File: config.mk
export PLATFORM = sky130hd
export DESIGN_NAME = ext_bus_ctrl
export DESIGN_NICKNAME = d
export VERILOG_FILES = /design/src/rtl/ebc_pkg.sv /design/src/rtl/ebc_ctrl.sv /design/src/rtl/ebc_datapath.sv /design/src/rtl/ext_bus_ctrl.sv
export SDC_FILE = /design/constraint.sdc
export NUM_CORES = 1
export LEC_CHECK = 0
export BUFFER_PORTS_ARGS = -buffer_cell sky130_fd_sc_hd__buf_4
export CORE_AREA = 3 3 73 89
export DETAILED_ROUTE_END_ITERATION = 10
export DIE_AREA = 0 0 76 92
export GPL_TIMING_DRIVEN = 0
export PLACE_DENSITY = 0.89
export SYNTH_ARGS = -nofsm -noshare
export SYNTH_HDL_FRONTEND = slang
export SYNTH_SLANG_ARGS = --single-unit
File: constraint.sdc
create_clock -name clk -period 5.19 [get_ports clk]
set_input_delay 0.7785 -clock clk [delete_from_list [all_inputs] [get_ports clk]]
set_output_delay 0.7785 -clock clk [all_outputs]
set_load 0.05 [all_outputs]
File: src/rtl/ebc_pkg.sv
package ebc_pkg;
  typedef enum logic [2:0] {
    PH_IDLE,
    PH_ADDR,
    PH_DATA,
    PH_WAIT,
    PH_RECOVER
  } phase_t;

  typedef struct packed {
    logic latchReq;
    logic driveAddr;
    logic driveData;
    logic capture;
  } dpCtl_t;
endpackage

File: src/rtl/ebc_ctrl.sv
module ebc_ctrl
  import ebc_pkg::*;
(
  input  logic   clk,
  input  logic   rstN,
  input  logic   reqValid,
  input  logic   writeQ,
  input  logic   beLowQ,
  input  logic   busIs8,
  input  logic   wrLowMode,
  input  logic   readyEn,
  input  logic   readyIn,
  output dpCtl_t ctl,
  output logic   ale,
  output logic   rdN,
  output logic   wrN,
  output logic   reqReady,
  output logic   done
);
  phase_t phase, phaseNext;
  logic strobeActive, stretch, wrQualify;

  always_ff @(posedge clk or negedge rstN) begin
    if (!rstN) phase <= PH_IDLE;
    else       phase <= phaseNext;
  end

  assign strobeActive = (phase == PH_DATA) || (phase == PH_WAIT);
  assign stretch      = readyEn && readyIn;
  assign wrQualify    = !wrLowMode || busIs8 || beLowQ;

  always_comb begin
    phaseNext = phase;
    case (phase)
      PH_IDLE:    if (reqValid) phaseNext = PH_ADDR;
      PH_ADDR:    phaseNext = PH_DATA;
      PH_DATA,
      PH_WAIT:    phaseNext = stretch ? PH_WAIT : PH_RECOVER;
      PH_RECOVER: phaseNext = PH_IDLE;
      default:    phaseNext = PH_IDLE;
    endcase
  end

  assign reqReady      = (phase == PH_IDLE);
  assign ale           = (phase == PH_ADDR);
  assign done          = strobeActive && !stretch;
  assign rdN           = !(strobeActive && !writeQ);
  assign wrN           = !(strobeActive && writeQ && wrQualify);
  assign ctl.latchReq  = reqReady && reqValid;
  assign ctl.driveAddr = ale;
  assign ctl.driveData = strobeActive && writeQ;
  assign ctl.capture   = done && !writeQ;
endmodule

File: src/rtl/ebc_datapath.sv
module ebc_datapath
  import ebc_pkg::*;
#(
  parameter int ADDR_W = 24,
  parameter int DATA_W = 16,
  localparam int LANES = DATA_W / 8,
  localparam int SEG_W = ADDR_W - DATA_W
) (
  input  logic              clk,
  input  logic              rstN,
  input  dpCtl_t            ctl,
  input  logic              reqWrite,
  input  logic [ADDR_W-1:0] reqAddr,
  input  logic [DATA_W-1:0] reqWdata,
  input  logic [LANES-1:0]  reqBe,
  input  logic [DATA_W-1:0] adIn,
  output logic              writeQ,
  output logic              beLowQ,
  output logic [DATA_W-1:0] adOut,
  output logic              adOe,
  output logic [DATA_W-1:0] rdData,
  output logic [SEG_W-1:0]  segOut
);
  logic [ADDR_W-1:0] addrQ;
  logic [DATA_W-1:0] wdataQ;
  logic [LANES-1:0]  beQ;
  logic [DATA_W-1:0] rdHold;
  logic [DATA_W-1:0] laneData;

  always_ff @(posedge clk or negedge rstN) begin
    if (!rstN) begin
      addrQ  <= '0;
      wdataQ <= '0;
      beQ    <= '0;
      writeQ <= 1'b0;
    end else if (ctl.latchReq) begin
      addrQ  <= reqAddr;
      wdataQ <= reqWdata;
      beQ    <= reqBe;
      writeQ <= reqWrite;
    end
  end

  always_ff @(posedge clk or negedge rstN) begin
    if (!rstN)            rdHold <= '0;
    else if (ctl.capture) rdHold <= adIn;
  end

  for (genvar lane = 0; lane < LANES; lane++) begin : g_lane
    assign laneData[lane*8 +: 8] = beQ[lane] ? wdataQ[lane*8 +: 8] : 8'h00;
  end

  assign beLowQ = beQ[0];
  assign adOe   = ctl.driveAddr || ctl.driveData;
  assign adOut  = ctl.driveAddr ? addrQ[DATA_W-1:0] : laneData;
  assign rdData = ctl.capture ? adIn : rdHold;
  assign segOut = addrQ[ADDR_W-1:DATA_W];
endmodule

File: src/rtl/ext_bus_ctrl.sv
module ext_bus_ctrl
  import ebc_pkg::*;
#(
  parameter int ADDR_W = 24,
  parameter int DATA_W = 16,
  localparam int LANES = DATA_W / 8,
  localparam int SEG_W = ADDR_W - DATA_W
) (
  input  logic              clk,
  input  logic              rstN,
  input  logic              reqValid,
  input  logic              reqWrite,
  input  logic [ADDR_W-1:0] reqAddr,
  input  logic [DATA_W-1:0] reqWdata,
  input  logic [LANES-1:0]  reqBe,
  output logic              reqReady,
  output logic              done,
  output logic [DATA_W-1:0] rdData,
  input  logic              busIs8,
  input  logic              wrLowMode,
  input  logic              readyEn,
  input  logic [SEG_W-1:0]  segDir,
  output logic [DATA_W-1:0] adOut,
  output logic              adOe,
  input  logic [DATA_W-1:0] adIn,
  output logic              ale,
  output logic              rdN,
  output logic              wrN,
  input  logic              readyIn,
  output logic [SEG_W-1:0]  segOut,
  output logic [SEG_W-1:0]  segOe
);
  dpCtl_t ctl;
  logic   writeQ, beLowQ;

  ebc_ctrl u_ctrl (
    .clk(clk), .rstN(rstN), .reqValid(reqValid), .writeQ(writeQ),
    .beLowQ(beLowQ), .busIs8(busIs8), .wrLowMode(wrLowMode),
    .readyEn(readyEn), .readyIn(readyIn), .ctl(ctl), .ale(ale),
    .rdN(rdN), .wrN(wrN), .reqReady(reqReady), .done(done)
  );

  ebc_datapath #(.ADDR_W(ADDR_W), .DATA_W(DATA_W)) u_dp (
    .clk(clk), .rstN(rstN), .ctl(ctl), .reqWrite(reqWrite),
    .reqAddr(reqAddr), .reqWdata(reqWdata), .reqBe(reqBe), .adIn(adIn),
    .writeQ(writeQ), .beLowQ(beLowQ), .adOut(adOut), .adOe(adOe),
    .rdData(rdData), .segOut(segOut)
  );

  for (genvar p = 0; p < SEG_W; p++) begin : g_segPin
    assign segOe[p] = segDir[p];
  end
endmodule

==> run summary <==
core area -> 5668 µm²
Crit path largest cell delay -> 0.49 ns
post-cts resize count -> 0
count of input and output buffers -> 119
drt first pass iters -> 4
via count -> 2040
layout cells sized above 1 -> 62.86%
CP Max Fanout -> 10
routability cong. -> 0.8549
Final period util -> 56.79%
pin count of the biggest net entering global routing -> 63
DRT antenna net count -> 0
clk buf depth -> 2
gr usage total -> 19.54%
Synth Net Count -> 289
Chip Width -> 76 µm
drt total wl -> 6383 µm
status -> completed
Synth Area per Inst -> 13.21 µm²
fin nets -> 419
CP max stage cell -> dfrtp_1
number of global-route vias before repair -> 2242
arrival time worst endpoint -> 2.17 ns
crit path cell chain -> nand2b_4 > a211oi_4 > buf_6 > mux2_2 > buf_4
die area -> 6992 µm²
fill count -> 435
initial antenna violation count -> 0
DRC errors left -> 0
crit end category -> primary output
post-layout util -> 71.17%
CTS sink cnt -> 62
final setup fails -> 0
ant diodes -> 0
Worst-Margin Slew -> 0.7860 ns
Area contributors post-synth -> dfrtp_1 (55%), mux2_2 (19%), mux2_4 (5.3%), buf_4 (4.2%), nand3_1 (3.0%)
setup bufs post-CTS -> 0
crit start category -> register
synth warn -> 0
max cap viols -> 0
family with the most delay on the worst path -> flip-flops
CTS tree -> done
DR vias/cell -> 4.744
root buffer cell -> clkbuf_8
Worst-path clk slew -> 0.06 ns
Initial Util -> 50.11%
Gate Count Post-Synth -> 215
Max Clock Freq -> 339.3 MHz
critical path class -> register to primary output
CTS Buf Count -> 9
Slew HR -> 47.60%
drt initial violations -> 63
I/O pins -> 128
Synth Register Bits -> 62
# rows -> 30
setup_tns -> 0 ns
H-Tree Depth -> 3
CP Buf/Inv Count -> 2
Seq/Total Area, Yosys -> 54.63%
Setup Skew -> 0.006334 ns
min Tclk post-route -> 2.947 ns
Die Y -> 92 µm
hold_buf cts -> 0
post-synth top area share -> 54.63%
DP Wirelength -> 4940 µm
number of distinct library cells after synthesis -> 24
RSZ-0062 raised after global routing -> no
WL per Instance -> 14.84 µm
HP Class -> register to register
critical path required time -> 4.41 ns
first-pass GRT wire length -> 10750 µm
Clock Latency Late Sink -> 0.32 ns
final hold vios -> 0
area delta synth->final -> 42.03%
global route overflow -> 0
final slew viol count -> 0
Mapped Area -> 2840 µm²
area leader, netlist -> dfrtp_1
## Yosys cell counts
master / instances
buf_2: 2
a21oi_1: 5
nand3_1: 17
dfrtp_1: 62
nand2_1: 1
a211oi_4: 1
buf_4: 16
nor3_1: 1
or3b_1: 1
nand2b_4: 1
nor2_1: 1
nor2_8: 1
clkbuf_1: 3
buf_6: 1
nand2b_1: 2
buf_8: 3
mux2_2: 49
or3b_4: 1
inv_1: 18
buf_12: 1
o21ai_0: 16
buf_1: 1
a211o_1: 1
mux2_4: 10
## routing by layer
layer  global-route usage [%]  share of wire (%)  up-vias  wire length [µm]
met2                    33.65                 52       80              3306
met5                        0                  0        -                 0
met1                    22.45                 40      972              2522
met4                    10.27                2.6        0               167
li1                         -                  -      974                 -
met3                    4.912                6.0       14               385
## through the flow
stage | hold WS (ns) | area [µm²] | cells | worst slack, ns
2_1_floorplan | 0.4806 | 2840 | 215 | 2.169
3_3_place_gp | 0.4805 | 3834 | 414 | 2.278
3_5_place_dp | 0.4855 | 3834 | 414 | 2.286
4_1_cts | 0.5028 | 4034 | 430 | 2.195
5_1_grt | 0.5240 | 4034 | 430 | 2.096
6_report | 0.4984 | 4034 | 430 | 2.243
## path summary, 6_finish.rpt
kind                                  from         endpoint  slack, ns  cells after the start
min reg2reg                 u_dp.rdHold[3]   u_dp.rdHold[3]       0.50                      1
min in group asynchronous             rstN   u_dp.addrQ[11]       0.51                      1
min                         u_dp.rdHold[3]   u_dp.rdHold[3]       0.50                      1
max reg2reg                u_ctrl.phase[2]  u_dp.rdHold[12]       3.43                      4
max in group asynchronous             rstN    u_dp.addrQ[8]       4.14                      1
max                        u_ctrl.phase[2]       rdData[12]       2.24                      5
## flip-flops by register name (all words and copies together), names as in the netlist
name and flops:
u_dp.rdHold 16, u_dp.writeQ 1, u_dp.addrQ 24, u_dp.wdataQ 16, u_ctrl.phase 3, u_dp.beQ 2
## area by class of cell
cell class                      count  area (µm²)  area share, %
Tap cell                           80       100.1          2.481
Multi-Input combinational cell    108       999.7          24.78
Clock buffer                       12       155.1          3.846
Buffer                             27       221.5          5.490
Timing Repair Buffer              119       893.4          22.15
Clock inverter                      4       45.04          1.117
Inverter                           18       67.56          1.675
Sequential cell                    62        1551          38.46
## cells by family after synthesis
| logic type | Yosys count | synth area share (%) |
|---|---|---|
| multiplexers | 59 | 24.71 |
| AO/OA/AOI/OAI | 23 | 4.714 |
| flip-flops | 62 | 54.63 |
| buffers and inverters | 45 | 10.18 |
| AND/OR/NAND/NOR | 26 | 5.770 |
## placed cells by master (no fill, tap or decap), drive strengths merged
cell type / instances
a211o: 1
bufinv: 1
a21oi: 5
nor3: 1
inv: 18
clkbuf: 15
buf: 143
dfrtp: 62
o21ai: 16
nand2: 1
nand2b: 3
or3b: 2
a211oi: 1
nor2: 2
clkinv: 3
nand3: 17
mux2: 59
Power is left out: the tool's default activity adds up to more than one toggle a clock period on the data nets, which glitch-free logic cannot reach.
